$ cat src/rtl/par_byte_rx.sv
module par_byte_rx #(
  parameter int DATA_W      = 8,
  parameter int SYNC_STAGES = 2
) (
  input  logic              clk,
  input  logic              rst_n,
  input  logic              strb_i,
  input  logic [DATA_W-1:0] data_i,
  output logic              ack_o,
  output logic              busy_o,
  output logic [DATA_W-1:0] rx_data_o,
  output logic              rx_valid_o,
  input  logic              rx_ready_i
);

  typedef enum logic [1:0] {ST_IDLE, ST_CAPT, ST_ACK} state_t;

  logic [SYNC_STAGES-1:0] sync_q;
  logic                   strb_s;
  state_t                 state_q;
  logic                   full_q;
  logic [DATA_W-1:0]      buf_q;
  logic                   take;

  always_ff @(posedge clk or negedge rst_n)
    if (!rst_n) sync_q <= '0;
    else        sync_q <= {sync_q[SYNC_STAGES-2:0], strb_i};

  assign strb_s = sync_q[SYNC_STAGES-1];
  assign take   = full_q && rx_ready_i;

  always_ff @(posedge clk or negedge rst_n)
    if (!rst_n) state_q <= ST_IDLE;
    else
      case (state_q)
        ST_IDLE: if (strb_s && !full_q) state_q <= ST_CAPT;
        ST_CAPT: state_q <= ST_ACK;
        ST_ACK:  if (!strb_s) state_q <= ST_IDLE;
        default: state_q <= ST_IDLE;
      endcase

  always_ff @(posedge clk or negedge rst_n)
    if (!rst_n) begin
      full_q <= 1'b0;
      buf_q  <= '0;
    end else if (state_q == ST_CAPT) begin
      full_q <= 1'b1;
      buf_q  <= data_i;
    end else if (take) begin
      full_q <= 1'b0;
    end

  assign ack_o      = (state_q == ST_ACK);
  assign busy_o     = full_q || (state_q != ST_IDLE);
  assign rx_valid_o = full_q;
  assign rx_data_o  = buf_q;

  a_r4_ack_held: assert property (@(posedge clk) disable iff (!rst_n)
    (ack_o && strb_s) |=> ack_o);

  a_r5_ack_release: assert property (@(posedge clk) disable iff (!rst_n)
    (ack_o && !strb_s) |=> !ack_o);

  a_r2_valid_at_ack: assert property (@(posedge clk) disable iff (!rst_n)
    $rose(ack_o) |-> rx_valid_o);

  a_r7_idle_means_empty: assert property (@(posedge clk) disable iff (!rst_n)
    !busy_o |-> (!rx_valid_o && !ack_o));

  a_r6_stall_stable: assert property (@(posedge clk) disable iff (!rst_n)
    (rx_valid_o && !rx_ready_i) |=> (rx_valid_o && $stable(rx_data_o)));

endmodule

$ cat config.mk
export PLATFORM = sky130hd
export DESIGN_NAME = par_byte_rx
export DESIGN_NICKNAME = d
export VERILOG_FILES = /design/src/rtl/par_byte_rx.sv
export SDC_FILE = /design/constraint.sdc
export NUM_CORES = 1
export LEC_CHECK = 0
export BUFFER_PORTS_ARGS = -buffer_cell sky130_fd_sc_hd__buf_2
export CAP_MARGIN = 10
export CORE_MARGIN = 2
export CORE_UTILIZATION = 39
export DETAILED_ROUTE_END_ITERATION = 16
export PLACE_DENSITY = 0.77
export SYNTH_ARGS = -nofsm -noshare
export SYNTH_HDL_FRONTEND = slang
export SYNTH_SLANG_ARGS = --single-unit
$ cat constraint.sdc
create_clock -name clk -period 1.14 [get_ports clk]
set_input_delay 0.114 -clock clk [delete_from_list [all_inputs] [get_ports clk]]
set_output_delay 0.114 -clock clk [all_outputs]
set_load 0.02 [all_outputs]
Yosys cells after proc, flatten, opt, wreduce, memory -nomap -nowiden
Index checks and enable logic that the tools add are counted.
Cells by class
  divide/modulo/power cells: 0
  bitwise operators: 0
  add/subtract/negate cells: 0
  order comparisons: 0
  shift-type cells: 0
  equality and inequality tests: 4
  reduce and logical (&&, ||, !) cells: 8
  multipliers: 0
  multiplexer cells: 5
Operators by type and width (number)
  one-hot mux 2 bit (3 select lines): 1
  2-to-1 mux 2 bit: 2
  inequality test 2 bit, second input constant: 2
  nonzero test 2 bit: 2
  equality test 2 x 1 -> 1 bit, second input constant: 1
  equality test 2 bit, second input constant: 1
  logical AND 1 bit: 2
  logical NOT 2 bit: 1
  2-to-1 mux 1 bit: 2
  AND reduction 2 bit: 1
  logical NOT 1 bit: 1
  logical OR 1 bit: 1
Word-level totals
  memory bits (read-only): 0
  output and inout bits: 11
  bits of input ports: 12
  bits in latches: 0
  RAM bits: 0
  register bits after elaboration: 13
  memories kept: 0
  word-level logic and storage cells: 21

Depth between registers and ports, before layout
Gate-level depths: netlist of run 1.
  word-level depth: 4
  mapped depth: 3
  gate-level depth less buffers: 2

Least setup slack after synthesis of run 1
No wires, ideal clock.
  path type: register to register
  start: reg state_q[1]
  end: reg buf_q[0], in the netlist rx_data_o[0]
  required time: 1.015 ns
  period minus slack after synthesis: 1.072 ns
  arrival time: 0.947 ns
  path buffers: 1
  path slack: 0.068 ns
  stages on the path, launching flop included: 4
  library setup time: 0.125 ns
  path through: dfrtp_1 nor2b_4 buf_6 mux2_4
Between the ends
  word-level cells in the longest chain between the ends: 1
Ends and longest elaborated chain
  start, declared: line 20  | state_t state_q;
  start signal, assigned: line 33  | if (!rst_n) state_q <= ST_IDLE;
  start signal, assigned: line 36  | ST_IDLE: if (strb_s && !full_q) state_q <= ST_CAPT;
  start signal, assigned: line 37  | ST_CAPT: state_q <= ST_ACK;
  equality test 2 x 1 -> 1 bit: line 46  | end else if (state_q == ST_CAPT) begin
  end signal, assigned: line 48  | buf_q <= data_i;
  end, declared: line 22  | logic [DATA_W-1:0] buf_q;
Every way passes these cells.
A chain may end at the register's enable or synchronous reset.

Worst setup path in the final report of run 1
  start: reg full_q, in the netlist rx_valid_o
  end: out busy_o
Between the ends
  word-level cells in the longest chain between the ends: 1
Ends and longest elaborated chain
  start, declared: line 21  | logic full_q;
  start signal, assigned: line 44  | full_q <= 1'b0;
  start signal, assigned: line 47  | full_q <= 1'b1;
  start signal, assigned: line 50  | full_q <= 1'b0;
  logical OR 1 bit: line 54  | assign busy_o = full_q || (state_q != ST_IDLE);
  end, declared: line 10  | output logic busy_o,
Every way passes these cells.

==> key figures, run 1 <==
Outcome
  – Status: finished with violations
  – Failing checks: negative setup slack

Route
  – Initial DRC count: 0
  – Drt total wl: 902 um
  – DR vias: 338
  – DR WL/cell: 11.9 um
  – Detail Route Antenna Nets: 0
  – DRC: 0
  – Detailed Routing Iterations Pass 1: 1
  – DR vias/cell: 4.45

Layout
  – Most frequent cells in the layout: buf_2, dfrtp_1, mux2_4
  – Nets: 74
  – Fillers: 108
  – Most common cell after layout, fill and taps aside: buf_2
  – Diodes inserted: 0
  – Area growth syn-to-layout: 41.1%
  – Layout cells sized above 1: 63.9%
  – Design area: 726 um2

Timing
  – Max Clock Skew: 6.53 ps
  – Fin Hold WS: 74.1 ps
  – Fin crit share: 115%
  – Worst Max-Slew Pin Slew: 278 ps
  – RSZ-0062 raised after global routing: true
  – Min Clock Period, post-route: 1310 ps
  – Final setup margin: -173 ps
  – Max-slew violations: 0
  – Final Hold Viols: 0
  – Setup violators final: 5
  – Fmax: 762 MHz
  – Slew margin rel.: 81.4%

Synthesis
  – Mapped Cells: 30
  – Synth Cell Area: 514 um2
  – Number of synthesized register bits: 13
  – Unique masters post-synth: 9
  – Synth warnings: 0
  – Syn avg cell area: 17.1 um2
  – Post-synthesis net count: 42
  – Sequential area share after synthesis: 63.3%

Setup path
  – Crit-path leading delay family: flip-flops
  – Largest stage delay, worst path: 400 ps
  – Crit path DAT: 1200 ps
  – Worst-path fanout max: 3
  – Critical Path Slowest Stage Cell: dfrtp_1
  – Critical path startpoint: rx_valid_o
  – Bufs and invs on worst path: 1
  – Critical path required time: 1030 ps
  – Worst-path cell chain: or3_4 -> buf_6
  – Startpoint Class: flop
  – R2r startpoint: state_q[1]
  – Critical path capture point type: output pin
  – Crit Path Class: reg2out

Global route
  – Antenna violations before repair: 0
  – All-Layer GR Usage: 13.6%
  – Total congestion overflow: 0
  – Largest net degree at the start of global routing: 14
  – Vias in the first global route: 344
  – First-pass GRT wire length: 1310 um

Place
  – Dpl hpwl: 689 um
  – Port Buffers: 22
  – Placer Congestion: 0.677
  – Worst slack, placed: 35.2 ps
  – Placed Area: 654 um2

Power and ir drop
  – Pleak: 0.394 nW
  – Pwr Total: 2.19 mW
  – Max IR drop VDD: 0.00149 V
  – Pwr Density: 3010 nW/um2

Flow run
  – Maxcap violations: 0

Floorplanning
  – Ports: 23
  – Die Area: 1620 um2
  – Initial core utilization: 40.5%
  – Core area: 1270 um2
  – Num rows: 13
  – Die W: 40.3 um
  – Die H: 40.3 um

CTS
  – Clock net sink count: 13
  – CTS H-tree lvls: 1
  – CTS Buffer Depth: 2
  – Root Buffer: clkbuf_4
  – Worst-Skew Late Latency: 270 ps
  – CTS tree: built
  – Reg clk slew, reported paths: 70 ps
  – Num CTS Buffers: 3

Min path
  – Worst hold path class: in2reg
  – Worst hold path startpoint: data_i[3]
==> synthesized netlist by cell type <==
master   instances  area share [%]
a21o_1           2             2.9
buf_6            1             2.2
dfrtp_1         13              63
inv_1            2             1.5
mux2_4           8              23
nor2_1           1            0.73
nor2b_1          1             1.2
nor2b_4          1             2.7
or3_4            1             2.2
==> cell families after synthesis <==
family | Yosys count | synth area share (%)
muxes | 8 | 23.4
AOI/OAI and AO/OA | 2 | 2.92
buffers and inverters | 3 | 3.65
DFF | 13 | 63.3
and+or+nand+nor | 4 | 6.81
==> registers in the layout, summed over array words and instances (netlist names) <==
register / flops
sync_q: 2
state_q: 2
rx_valid_o: 1
rx_data_o: 8
==> worst register-to-register path, stage by stage, from the launching register on <==
cell and delay, ps:
dfrtp_1 420, nor2b_4 170, buf_6 130, mux2_4 290
==> final cells by class <==
type	count	area, um2	share of cell area, %
flip-flops and latches	13	325	44.8
clock buffers	4	26.3	3.62
inverters	2	7.51	1.03
repair buffers	28	178	24.5
multi-input cells	14	170	23.4
well taps	15	18.8	2.59
==> report_power, final <==
part | total (mW) | internal (mW) | leakage, nW | switching (mW)
Combinational | 1.14 | 0.619 | 0.223 | 0.524
Clock | 0.267 | 0.135 | 0.0150 | 0.131
Sequential | 0.778 | 0.661 | 0.156 | 0.117
Total | 2.19 | 1.41 | 0.394 | 0.772
==> metrics by stage <==
step	instances	util [%]	TNS, ps
floorplan	30	-	0
global placement	69	51.6	0
detailed placement	69	51.6	0
CTS	75	55.7	-256
global route	76	57.2	-512
finish	76	57.2	-226
==> final timing paths <==
path	slack (ps)	to	cells after the start
max	-170	busy_o	2
min	70	rx_data_o[3]	2
max reg2reg	0	rx_data_o[6]	3
min reg2reg	360	sync_q[1]	0
max in group asynchronous	670	rx_data_o[0]	2
min in group asynchronous	240	rx_data_o[2]	2
==> per-layer routing <==
metal / wire (um) / track usage [%] / up-vias
met4: 7 / 5.00 / 0
li1: - / - / 161
met1: 345 / 11.7 / 160
met2: 481 / 25.0 / 15
met3: 67 / 8.33 / 2
met5: 0 / 0 / -
==> repair_timing <==
action | 4_1_cts | 5_1_grt
pin swaps | 1 | 0
hold buffers | 2 | 0
endpoints found under the hold margin | 14 | 0
setup endpoints to repair | 2 | 8
setup buffers | 0 | 1
resized for setup | 2 | 3
(Power assumes the default switching activity.)
==> run 2: changes to the inputs <==
Settings changed: CORE_AREA set to 2 2 39 41, CORE_MARGIN 2 to unset, CORE_UTILIZATION 39 to unset, DIE_AREA set to 0 0 41 43, PLACE_DENSITY 0.77 to 0.74.
Clock period 1.14 ns to 1.5 ns, I/O delays scaled along.
==> run 2 against run 1 <==
  * The flow now finishes without violations
  * Non-clock buffer count shrank 4
  * Total power shrank 29%
  * Flip-flop and latch count unchanged
  * Setup slack improved by 280 ps
  * Clock power down 25%
  * Worst hold slack better by 39 ps
  * Design area fell by 6.4%
  * Via count decreased by 6.5%
  * Critical endpoint unchanged
  * Largest cell class unchanged
  * Largest power group unchanged
==> key figures, run 2 (same netlist as run 1, synthesis figures left out) <==
Layout
  – Nets: 70
  – Diodes inserted: 0
  – Most frequent cells in the layout: buf_2, dfrtp_1, mux2_4
  – Fillers: 131
  – Number of flip-flops in the largest register: 8
  – Most common cell after layout, fill and taps aside: buf_2
  – Layout cells sized above 1: 61.4%
  – Area growth syn-to-layout: 32.1%

Global route
  – Total congestion overflow: 0
  – First-pass GRT wire length: 1340 um
  – Vias in the first global route: 332
  – Antenna violations before repair: 0
  – All-Layer GR Usage: 11.5%
  – Largest net degree at the start of global routing: 14

Place
  – Dpl hpwl: 641 um
  – Port Buffers: 22
  – Worst slack, placed: 285 ps
  – Placer Congestion: 0.596

CTS
  – Post-CTS setup buffer count: 0
  – Clock net sink count: 13
  – Worst-Skew Late Latency: 260 ps
  – Root Buffer: clkbuf_4
  – Num CTS Buffers: 3
  – Post-CTS sizing: 0
  – CTS Buffer Depth: 2
  – CTS tree: built
  – Reg clk slew, reported paths: 70 ps
  – CTS H-tree lvls: 1
  – Cts hold-fix bufs: 2

Power and ir drop
  – Sequential power share: 38.6%
  – Pwr Density: 2280 nW/um2
  – Comb power frac: 48.5%
  – Total internal power: 0.985 mW
  – Max IR drop VDD: 0.00104 V
  – Switching pwr: 0.561 mW
  – Sw Share: 36.3%
  – Pleak: 0.369 nW
  – Clock power share: 12.9%

Timing
  – Final setup TNS: 0 ps
  – Final Hold Viols: 0
  – Fin crit share: 92.7%
  – Setup violators final: 0
  – Slew margin rel.: 75.5%
  – Final setup margin: 109 ps
  – RSZ-0062 raised after global routing: false
  – Max-slew violations: 0
  – Max Clock Skew: 2.13 ps
  – Worst Max-Slew Pin Slew: 366 ps
  – Min Clock Period, post-route: 1390 ps
  – Fmax: 719 MHz

Setup path
  – Critical path required time: 1350 ps
  – R2r worst-path depth: 2
  – Critical path capture point type: output pin
  – Crit path DAT: 1240 ps
  – Crit Path Class: reg2out
  – Startpoint Class: flop
  – Worst-path fanout max: 3

Flow run
  – Maxcap violations: 0

Route
  – Initial DRC count: 4
  – Detail Route Antenna Nets: 0
  – Detailed Routing Iterations Pass 1: 4
  – DR WL/cell: 11.5 um
  – Drt total wl: 836 um
  – DRC: 0
  – DR vias/cell: 4.33
  – DR vias: 316

Min path
  – Hold Crit Depth: 2
  – Worst hold path class: in2reg

Floorplanning
  – Die Area: 1760 um2
  – Die H: 43 um
  – Initial core utilization: 37.2%
  – Core area: 1380 um2
  – Num rows: 14
  – Die W: 41 um
  – Ports: 23

Outcome
  – Status: finished clean
run 2: cell types whose count changed in the layout (fill, tap and decap cells not counted):
cell   delta
buf_2     +1
buf_4     -1
buf_6     -4
run 2: critical path, cell delays in order (launching register included):
cell and delay [ps]:
dfrtp_1 420, or3_4 400, buf_2 170
run 2: routing by layer:
| metal | track usage (%) | up-vias | part of all wire, % |
|---|---|---|---|
| met1 | 14.8 | 147 | 44 |
| met3 | 3.14 | 0 | 8.4 |
| li1 | - | 154 | - |
| met5 | 0 | - | 0 |
| met2 | 17.8 | 15 | 47 |
| met4 | 4.00 | 0 | 0 |
run 2: path summary, 6_finish.rpt:
kind                       startpoint      endpoint  slack [ps]
max in group asynchronous       rst_n    state_q[0]         990
min reg2reg                 sync_q[0]     sync_q[1]         350
max                        state_q[1]        busy_o         110
min in group asynchronous       rst_n  rx_data_o[6]         290
min                         data_i[2]  rx_data_o[2]         110
max reg2reg                state_q[1]  rx_data_o[6]         290
run 2: layout make-up:
class	instances	area [um2]	area share (%)
inverters	2	7.51	1.10
multi-input cells	14	170	25.0
clock buffers	4	26.3	3.87
well taps	16	20.0	2.95
repair buffers	24	130	19.2
flip-flops and latches	13	325	47.9
run 2: power groups by stage:
stage / Clock (mW) / Combinational, mW / Sequential, mW
after floorplan: 0 / 0.407 / 0.748
after CTS: 0.210 / 0.763 / 0.599
after detailed placement: 0 / 0.759 / 0.599
after global routing: 0.235 / 0.799 / 0.620
final: 0.200 / 0.749 / 0.597
after global placement: 0 / 0.743 / 0.598
run 2: stage by stage:
stage                     utilization (%)  hold slack (ps)  cell area (um2)  power (mW)  cells
final                                49.1              114              679        1.55     73
after global routing                 49.1             99.2              679        1.65     73
after CTS                            49.1              108              679        1.57     73
after detailed placement             45.8             42.9              633        1.36     67
after global placement               45.8             43.1              633        1.34     67
after floorplan                         -             -146              514        1.15     30
